File: src/rtl/intc_pkg.sv
package intc_pkg;
  localparam int NSRC    = 32;
  localparam int LVLW    = 3;
  localparam int IDW     = $clog2(NSRC);
  localparam int ADDRW   = 6;
  localparam int DATAW   = 32;
  localparam int LVL_OFF = (1 << LVLW) - 1;
  localparam int A_MASK  = NSRC;
  localparam int A_PEND  = NSRC + 1;
  localparam int A_EOS   = NSRC + 2;

  typedef struct packed {
    logic            valid;
    logic [IDW-1:0]  id;
    logic [LVLW-1:0] lvl;
  } win_t;

  // Scan from the top index down, so an equal level found later (lower index) takes over.
  function automatic win_t pick_winner(input logic [NSRC-1:0] pend,
                                       input logic [NSRC*LVLW-1:0] lvls);
    win_t w;
    logic [LVLW-1:0] l;
    w = '{valid: 1'b0, id: '0, lvl: LVLW'(LVL_OFF)};
    for (int i = NSRC - 1; i >= 0; i--) begin
      l = lvls[i*LVLW +: LVLW];
      if (pend[i] && (l != LVLW'(LVL_OFF)) && (!w.valid || l <= w.lvl)) begin
        w.valid = 1'b1;
        w.id    = IDW'(i);
        w.lvl   = l;
      end
    end
    return w;
  endfunction

  function automatic logic below_mask(input logic [LVLW-1:0] lvl, input logic [LVLW-1:0] mask);
    return lvl < mask;
  endfunction
endpackage

File: src/rtl/intc_arbiter.sv
module intc_arbiter
  import intc_pkg::*;
(
  input  logic [NSRC-1:0]      pend,
  input  logic [NSRC*LVLW-1:0] lvls,
  output logic                 win_valid,
  output logic [IDW-1:0]       win_id,
  output logic [LVLW-1:0]      win_lvl
);
  win_t w;
  always_comb begin
    w         = pick_winner(pend, lvls);
    win_valid = w.valid;
    win_id    = w.id;
    win_lvl   = w.lvl;
  end
endmodule

File: src/rtl/intc_brk_detect.sv
module intc_brk_detect #(
  parameter int SYNC = 2
) (
  input  logic clk,
  input  logic rst_n,
  input  logic brk_n,
  input  logic brk_ack,
  output logic fall,
  output logic brk_req
);
  localparam int TAPS = SYNC + 1;
  logic [TAPS-1:0] sh;

  always_ff @(posedge clk or negedge rst_n) begin
    if (!rst_n) sh <= '1;
    else        sh <= {sh[TAPS-2:0], brk_n};
  end

  assign fall = !sh[SYNC-1] && sh[SYNC];

  always_ff @(posedge clk or negedge rst_n) begin
    if (!rst_n)       brk_req <= 1'b0;
    else if (fall)    brk_req <= 1'b1;
    else if (brk_ack) brk_req <= 1'b0;
  end
endmodule

File: src/rtl/intc_svc_stack.sv
module intc_svc_stack
  import intc_pkg::*;
#(
  parameter int DEPTH = 8
) (
  input  logic            clk,
  input  logic            rst_n,
  input  logic            push,
  input  logic [IDW-1:0]  push_id,
  input  logic [LVLW-1:0] push_lvl,
  input  logic            pop_req,
  input  logic [IDW-1:0]  pop_id,
  input  logic            mask_we,
  input  logic [LVLW-1:0] mask_wdata,
  output logic            do_push,
  output logic            do_pop,
  output logic [LVLW-1:0] mask_next,
  output logic [LVLW-1:0] mask,
  output logic [IDW-1:0]  top_id,
  output logic [LVLW-1:0] top_lvl,
  output logic            active
);
  localparam int CW  = $clog2(DEPTH + 1);
  localparam int IXW = (DEPTH > 1) ? $clog2(DEPTH) : 1;

  logic [LVLW-1:0] sv_mask [DEPTH];
  logic [IDW-1:0]  sv_id   [DEPTH];
  logic [LVLW-1:0] sv_lvl  [DEPTH];
  logic [CW-1:0]   cnt;
  logic [IXW-1:0]  top_ix, new_ix;

  assign active  = (cnt != '0);
  assign top_ix  = IXW'(cnt - CW'(1));
  assign new_ix  = IXW'(cnt);
  assign top_id  = active ? sv_id[top_ix]  : '0;
  assign top_lvl = active ? sv_lvl[top_ix] : LVLW'(LVL_OFF);
  assign do_push = push && (cnt < CW'(DEPTH));
  assign do_pop  = !do_push && pop_req && active && (pop_id == sv_id[top_ix]);

  always_comb begin
    if (do_push)      mask_next = push_lvl;
    else if (do_pop)  mask_next = sv_mask[top_ix];
    else if (mask_we) mask_next = mask_wdata;
    else              mask_next = mask;
  end

  always_ff @(posedge clk or negedge rst_n) begin
    if (!rst_n) begin
      cnt  <= '0;
      mask <= LVLW'(LVL_OFF);
      for (int i = 0; i < DEPTH; i++) begin
        sv_mask[i] <= '0;
        sv_id[i]   <= '0;
        sv_lvl[i]  <= '0;
      end
    end else begin
      mask <= mask_next;
      if (do_push) begin
        sv_mask[new_ix] <= mask;
        sv_id[new_ix]   <= push_id;
        sv_lvl[new_ix]  <= push_lvl;
        cnt             <= cnt + CW'(1);
      end else if (do_pop) begin
        cnt <= cnt - CW'(1);
      end
    end
  end
endmodule

File: src/rtl/prio_intc.sv
module prio_intc
  import intc_pkg::*;
#(
  parameter int DEPTH = 8,
  parameter int SYNC  = 2
) (
  input  logic              clk,
  input  logic              rst_n,
  input  logic [NSRC-1:0]   irq_in,
  input  logic              ie,
  input  logic              brk_n,
  input  logic              brk_ack,
  input  logic              ack,
  input  logic              reg_we,
  input  logic [ADDRW-1:0]  reg_addr,
  input  logic [DATAW-1:0]  reg_wdata,
  output logic [DATAW-1:0]  reg_rdata,
  output logic              ext_irq,
  output logic [IDW-1:0]    irq_id,
  output logic [LVLW-1:0]   irq_lvl,
  output logic              brk_req,
  output logic [LVLW-1:0]   cur_mask,
  output logic [IDW-1:0]    svc_id,
  output logic [LVLW-1:0]   svc_lvl,
  output logic              svc_active
);
  logic [NSRC-1:0]      pend_q;
  logic [NSRC*LVLW-1:0] lvl_q;
  logic                 win_valid;
  logic [IDW-1:0]       win_id;
  logic [LVLW-1:0]      win_lvl;
  logic                 ext_d;
  logic                 push_ev, pop_ev, brk_fall;
  logic [LVLW-1:0]      mask_next;
  logic                 wr_mask, wr_eos;

  assign wr_mask = reg_we && (reg_addr == ADDRW'(A_MASK));
  assign wr_eos  = reg_we && (reg_addr == ADDRW'(A_EOS));

  always_ff @(posedge clk or negedge rst_n) begin
    if (!rst_n) pend_q <= '0;
    else        pend_q <= irq_in;
  end

  for (genvar g = 0; g < NSRC; g++) begin : g_lvl
    always_ff @(posedge clk or negedge rst_n) begin
      if (!rst_n)
        lvl_q[g*LVLW +: LVLW] <= LVLW'(LVL_OFF);
      else if (reg_we && (reg_addr == ADDRW'(g)))
        lvl_q[g*LVLW +: LVLW] <= reg_wdata[LVLW-1:0];
    end
  end

  intc_arbiter u_arb (
    .pend      (pend_q),
    .lvls      (lvl_q),
    .win_valid (win_valid),
    .win_id    (win_id),
    .win_lvl   (win_lvl)
  );

  intc_svc_stack #(.DEPTH(DEPTH)) u_stk (
    .clk        (clk),
    .rst_n      (rst_n),
    .push       (ack && ext_irq),
    .push_id    (irq_id),
    .push_lvl   (irq_lvl),
    .pop_req    (wr_eos),
    .pop_id     (reg_wdata[IDW-1:0]),
    .mask_we    (wr_mask),
    .mask_wdata (reg_wdata[LVLW-1:0]),
    .do_push    (push_ev),
    .do_pop     (pop_ev),
    .mask_next  (mask_next),
    .mask       (cur_mask),
    .top_id     (svc_id),
    .top_lvl    (svc_lvl),
    .active     (svc_active)
  );

  intc_brk_detect #(.SYNC(SYNC)) u_brk (
    .clk     (clk),
    .rst_n   (rst_n),
    .brk_n   (brk_n),
    .brk_ack (brk_ack),
    .fall    (brk_fall),
    .brk_req (brk_req)
  );

  assign ext_d = win_valid && ie && below_mask(win_lvl, mask_next);

  always_ff @(posedge clk or negedge rst_n) begin
    if (!rst_n) begin
      ext_irq <= 1'b0;
      irq_id  <= '0;
      irq_lvl <= LVLW'(LVL_OFF);
    end else begin
      ext_irq <= ext_d;
      irq_id  <= ext_d ? win_id  : '0;
      irq_lvl <= ext_d ? win_lvl : LVLW'(LVL_OFF);
    end
  end

  always_comb begin
    reg_rdata = '0;
    if (reg_addr < ADDRW'(NSRC))
      reg_rdata[LVLW-1:0] = lvl_q[reg_addr[IDW-1:0]*LVLW +: LVLW];
    else if (reg_addr == ADDRW'(A_MASK))
      reg_rdata[LVLW-1:0] = cur_mask;
    else if (reg_addr == ADDRW'(A_PEND))
      reg_rdata[NSRC-1:0] = pend_q;
  end
endmodule

File: config.mk
export PLATFORM = sky130hd
export DESIGN_NAME = prio_intc
export DESIGN_NICKNAME = d
export VERILOG_FILES = /design/src/rtl/intc_pkg.sv /design/src/rtl/intc_arbiter.sv /design/src/rtl/intc_brk_detect.sv /design/src/rtl/intc_svc_stack.sv /design/src/rtl/prio_intc.sv
export SDC_FILE = /design/constraint.sdc
export NUM_CORES = 1
export LEC_CHECK = 0
export BUFFER_PORTS_ARGS = -buffer_cell sky130_fd_sc_hd__buf_4
export CELL_PAD_IN_SITES_DETAIL_PLACEMENT = 0
export CELL_PAD_IN_SITES_GLOBAL_PLACEMENT = 1
export CORE_MARGIN = 2
export CORE_UTILIZATION = 45
export CTS_BUF_LIST = sky130_fd_sc_hd__clkbuf_4
export DETAILED_ROUTE_END_ITERATION = 16
export MAX_ROUTING_LAYER = met4
export PLACE_DENSITY = 0.86
export SYNTH_ARGS = -nofsm -noshare
export SYNTH_HDL_FRONTEND = slang
export SYNTH_HIERARCHICAL = 1
export SYNTH_SLANG_ARGS = --single-unit
export TNS_END_PERCENT = 50
File: constraint.sdc
create_clock -name clk -period 46.3 [get_ports clk]
set_input_delay 0 -clock clk [delete_from_list [all_inputs] [get_ports clk]]
set_output_delay 0 -clock clk [all_outputs]
set_load 0.005 [all_outputs]
==> results.yml <==
sta:
  relSlewSlack: 0.204
  final-hold-violation-count: 0
  slew_violations: 0
  worst_hold_slack_ps: 78.6
  fmax_mhz: 22.7
  period_share: 0.951
  min_period_ps: 44020
  finalSetupTns_ps: 0
  setup_viol_count_final: 0
  skew_ps: 39.1
  worst_slew_pin_slew_ps: 1160
layout:
  nNetsFinal: 2192
  layout-drive-gt1-share: 0.398
  syn_to_final_growth_pct: 26.7
  final_area_mm2: 0.0212
  fillers: 3144
yosys:
  synth_cells: 1661
  async_reset_ff_frac: 1.00
  netlist_top_cells_count: "mux2_2, dfrtp_1, nand2_1"
  synth_xor_area_frac: 0.00351
  synth-edff-count: 0
  synthAdderAreaFrac: 0.0724
  synth_area_leaders: "dfrtp_1, dfstp_2, mux2_2"
  synth_top_flop_cell: "dfrtp_1"
  yosys_warnings: 6
  avgSynthCellArea_um2: 10.1
  synth_top_area_frac: 0.195
  synthMuxAreaShare: 0.202
  synth_compound_area_frac: 0.162
  synth_area_leader_cell: "dfrtp_1"
  synth-seq-cells: 236
  syn_area_mm2: 0.0168
  seq_area_frac_synth: 0.360
  synth_top_family_by_area: "multiplexers"
  yosys.area_share.simple: 0.160
  syn-num-nets: 1835
  synth.most_common_cell: "mux2_2"
  yosysUniqueCellTypes: 109
drt:
  postRouteAntennaNets: 0
  vias: 15150
  viasPerCell: 5.97
  first_pass_iters: 7
  post_drt_wl_per_cell_um: 20.7
  drt-total-wl_um: 52600
  drt_iter0_drc: 1255
  drc: 0
worst_setup_path:
  worstReg2RegStart: "lvl_q[95]"
  slowest_stage: "dfstp_2"
  reg2reg_depth: 247
  endpoint_kind: "register"
  r2r-end: "irq_id[3]"
  critPathLaunch: "lvl_q[95]"
  worstSetupPathType: "reg -> reg"
  r2r_slack_ps: 2280
  required_ps: 46940
  cp.arrival_ps: 44670
  cp_common_cell: "ha_1"
  crit_end: "irq_id[3]"
  crit_path_start_kind: "register"
  cpPeakStageDelay_ps: 560
  path_max_fanout: 7
placement:
  io_buffers: 103
  dpl-instance-area_mm2: 0.0187
  dp_hpwl_um: 36600
  place.gp.congestion: 0.923
floorplanning:
  ios: 131
  fp.dieArea_mm2: 0.0388
  die_w_um: 197
  initial_core_util: 0.457
  fp-row-count: 70
  die_h_um: 197
  core_mm2: 0.0367
global_route:
  grt_max_degree: 76
  grt_pass1_wl_um: 81400
  gr-usage-met1: 0.356
  grt_pass1_vias: 14879
  grt.total_usage: 0.275
  grt-ovfl-total: 0
  use_met3: 0.0461
  use_met2: 0.447
  top_usage_layer: "met2"
  antenna_found_initial: 2
clock_network:
  cts_max_path_buffers: 3
  htreeDepth: 3
  clk_latency_ps: 730
  cts-buffers-inserted: 69
  cts_tree: "built"
  cts.sinks: 236
  cts-root-buf: "clkbuf_4"
  cts.reportedPaths.clkPinSlew_ps: 60
job:
  cap_viol_max_count: 0
hold_path:
  hold_class: "in -> async"
outcome:
  outcome: "complete, no violations"
-- kinds of logic after synthesis --
family / Yosys count
xor gates and xnor gates: 5
AOI/OAI and AO/OA: 375
buffers and inverters: 148
and+or+nand+nor: 515
muxes: 285
DFF: 236
adders and majority gates: 97
-- routing by layer --
layer,share of wire,wire length [um],vias up
li1,-,-,6981
met1,0.43,22800,7492
met2,0.48,25200,581
met3,0.062,3250,96
met4,0.026,1350,0
met5,0,0,-
-- critical path, delay by kind of cell (launching register included) --
kind / cells / cell delay, ps
flip-flops: 1 / 560
multiplexers: 8 / 2200
AO/OA/AOI/OAI: 123 / 20000
adder cells (fa/ha/maj): 32 / 8710
buffers and inverters: 17 / 2260
AND/OR/NAND/NOR: 67 / 10110
-- placed cells by master, fill, tap and decap left out, drive strengths merged, types with 10 or more instances in the layout --
cell and n:
a21oi 63, o31ai 16, a211oi 10, a31oi 20, nor2 96, dlygate4sd3 84, a22oi 37, or2 10
nand3 78, nand2b 28, nand2 120, and2 53, inv 82, mux2i 63, clkinv 23, nor4 12
o21ai 67, nor3 27, dfrtp 131, clkbuf 93, a21o 16, mux2 201, mux4 21, dfstp 105
or3 14, buf 269, ha 97, o21a 19, nor2b 35
-- sequential cells by signal (all words and copies together), names as in the netlist --
name,cells
lvl_q,96
u_stk/sv_id,40
pend_q,32
u_stk/sv_lvl,24
u_stk/sv_mask,24
irq_id,5
u_stk/cnt,4
irq_lvl,3
u_brk/sh,3
u_stk/mask,3
ext_irq,1
u_brk/brk_req,1
-- cell type report --
type | count | area [um^2] | area share
antenna | 2 | 5.00 | 0.000236
clock buffer | 93 | 698 | 0.0329
clock inverter | 29 | 230 | 0.0108
inverter | 81 | 304 | 0.0143
multi-input combinational | 1277 | 10500 | 0.494
sequential | 236 | 6040 | 0.284
tap | 468 | 586 | 0.0276
timing repair buffer | 353 | 2890 | 0.136
-- stage by stage --
| step | cells | util | setup WS [ps] |
|---|---|---|---|
| floorplan | 1661 | - | 3070 |
| detailed placement | 2292 | 0.511 | -147 |
| finish | 2539 | 0.579 | 2280 |
| global placement | 2292 | 0.511 | 707 |
| CTS | 2499 | 0.560 | 117 |
| global route | 2539 | 0.579 | -407 |
-- worst min-delay path by stage --
stage	slack [ps]	to	start	cells past startpoint
2_1_floorplan	-300	ext_irq	rst_n	0
3_3_place_gp	60	pend_q[28]	rst_n	1
3_5_place_dp	70	pend_q[28]	rst_n	1
4_1_cts	10	u_stk/cnt[3]	reg_wdata[4]	4
5_1_grt	60	lvl_q[68]	rst_n	2
6_report	80	lvl_q[85]	rst_n	2
-- repair_timing --
action / in CTS / in global routing
pin swaps: 0 / 27
gates resized for setup: 7 / 97
setup buffers: 0 / 37
endpoints found under the setup margin: 9 / 9
endpoints found under the hold margin: 233 / 0
hold buffers: 85 / 0
cloned: 0 / 1
Power is not shown: default switching activity piles up to over one toggle a cycle in this logic, so the estimate is an artifact.
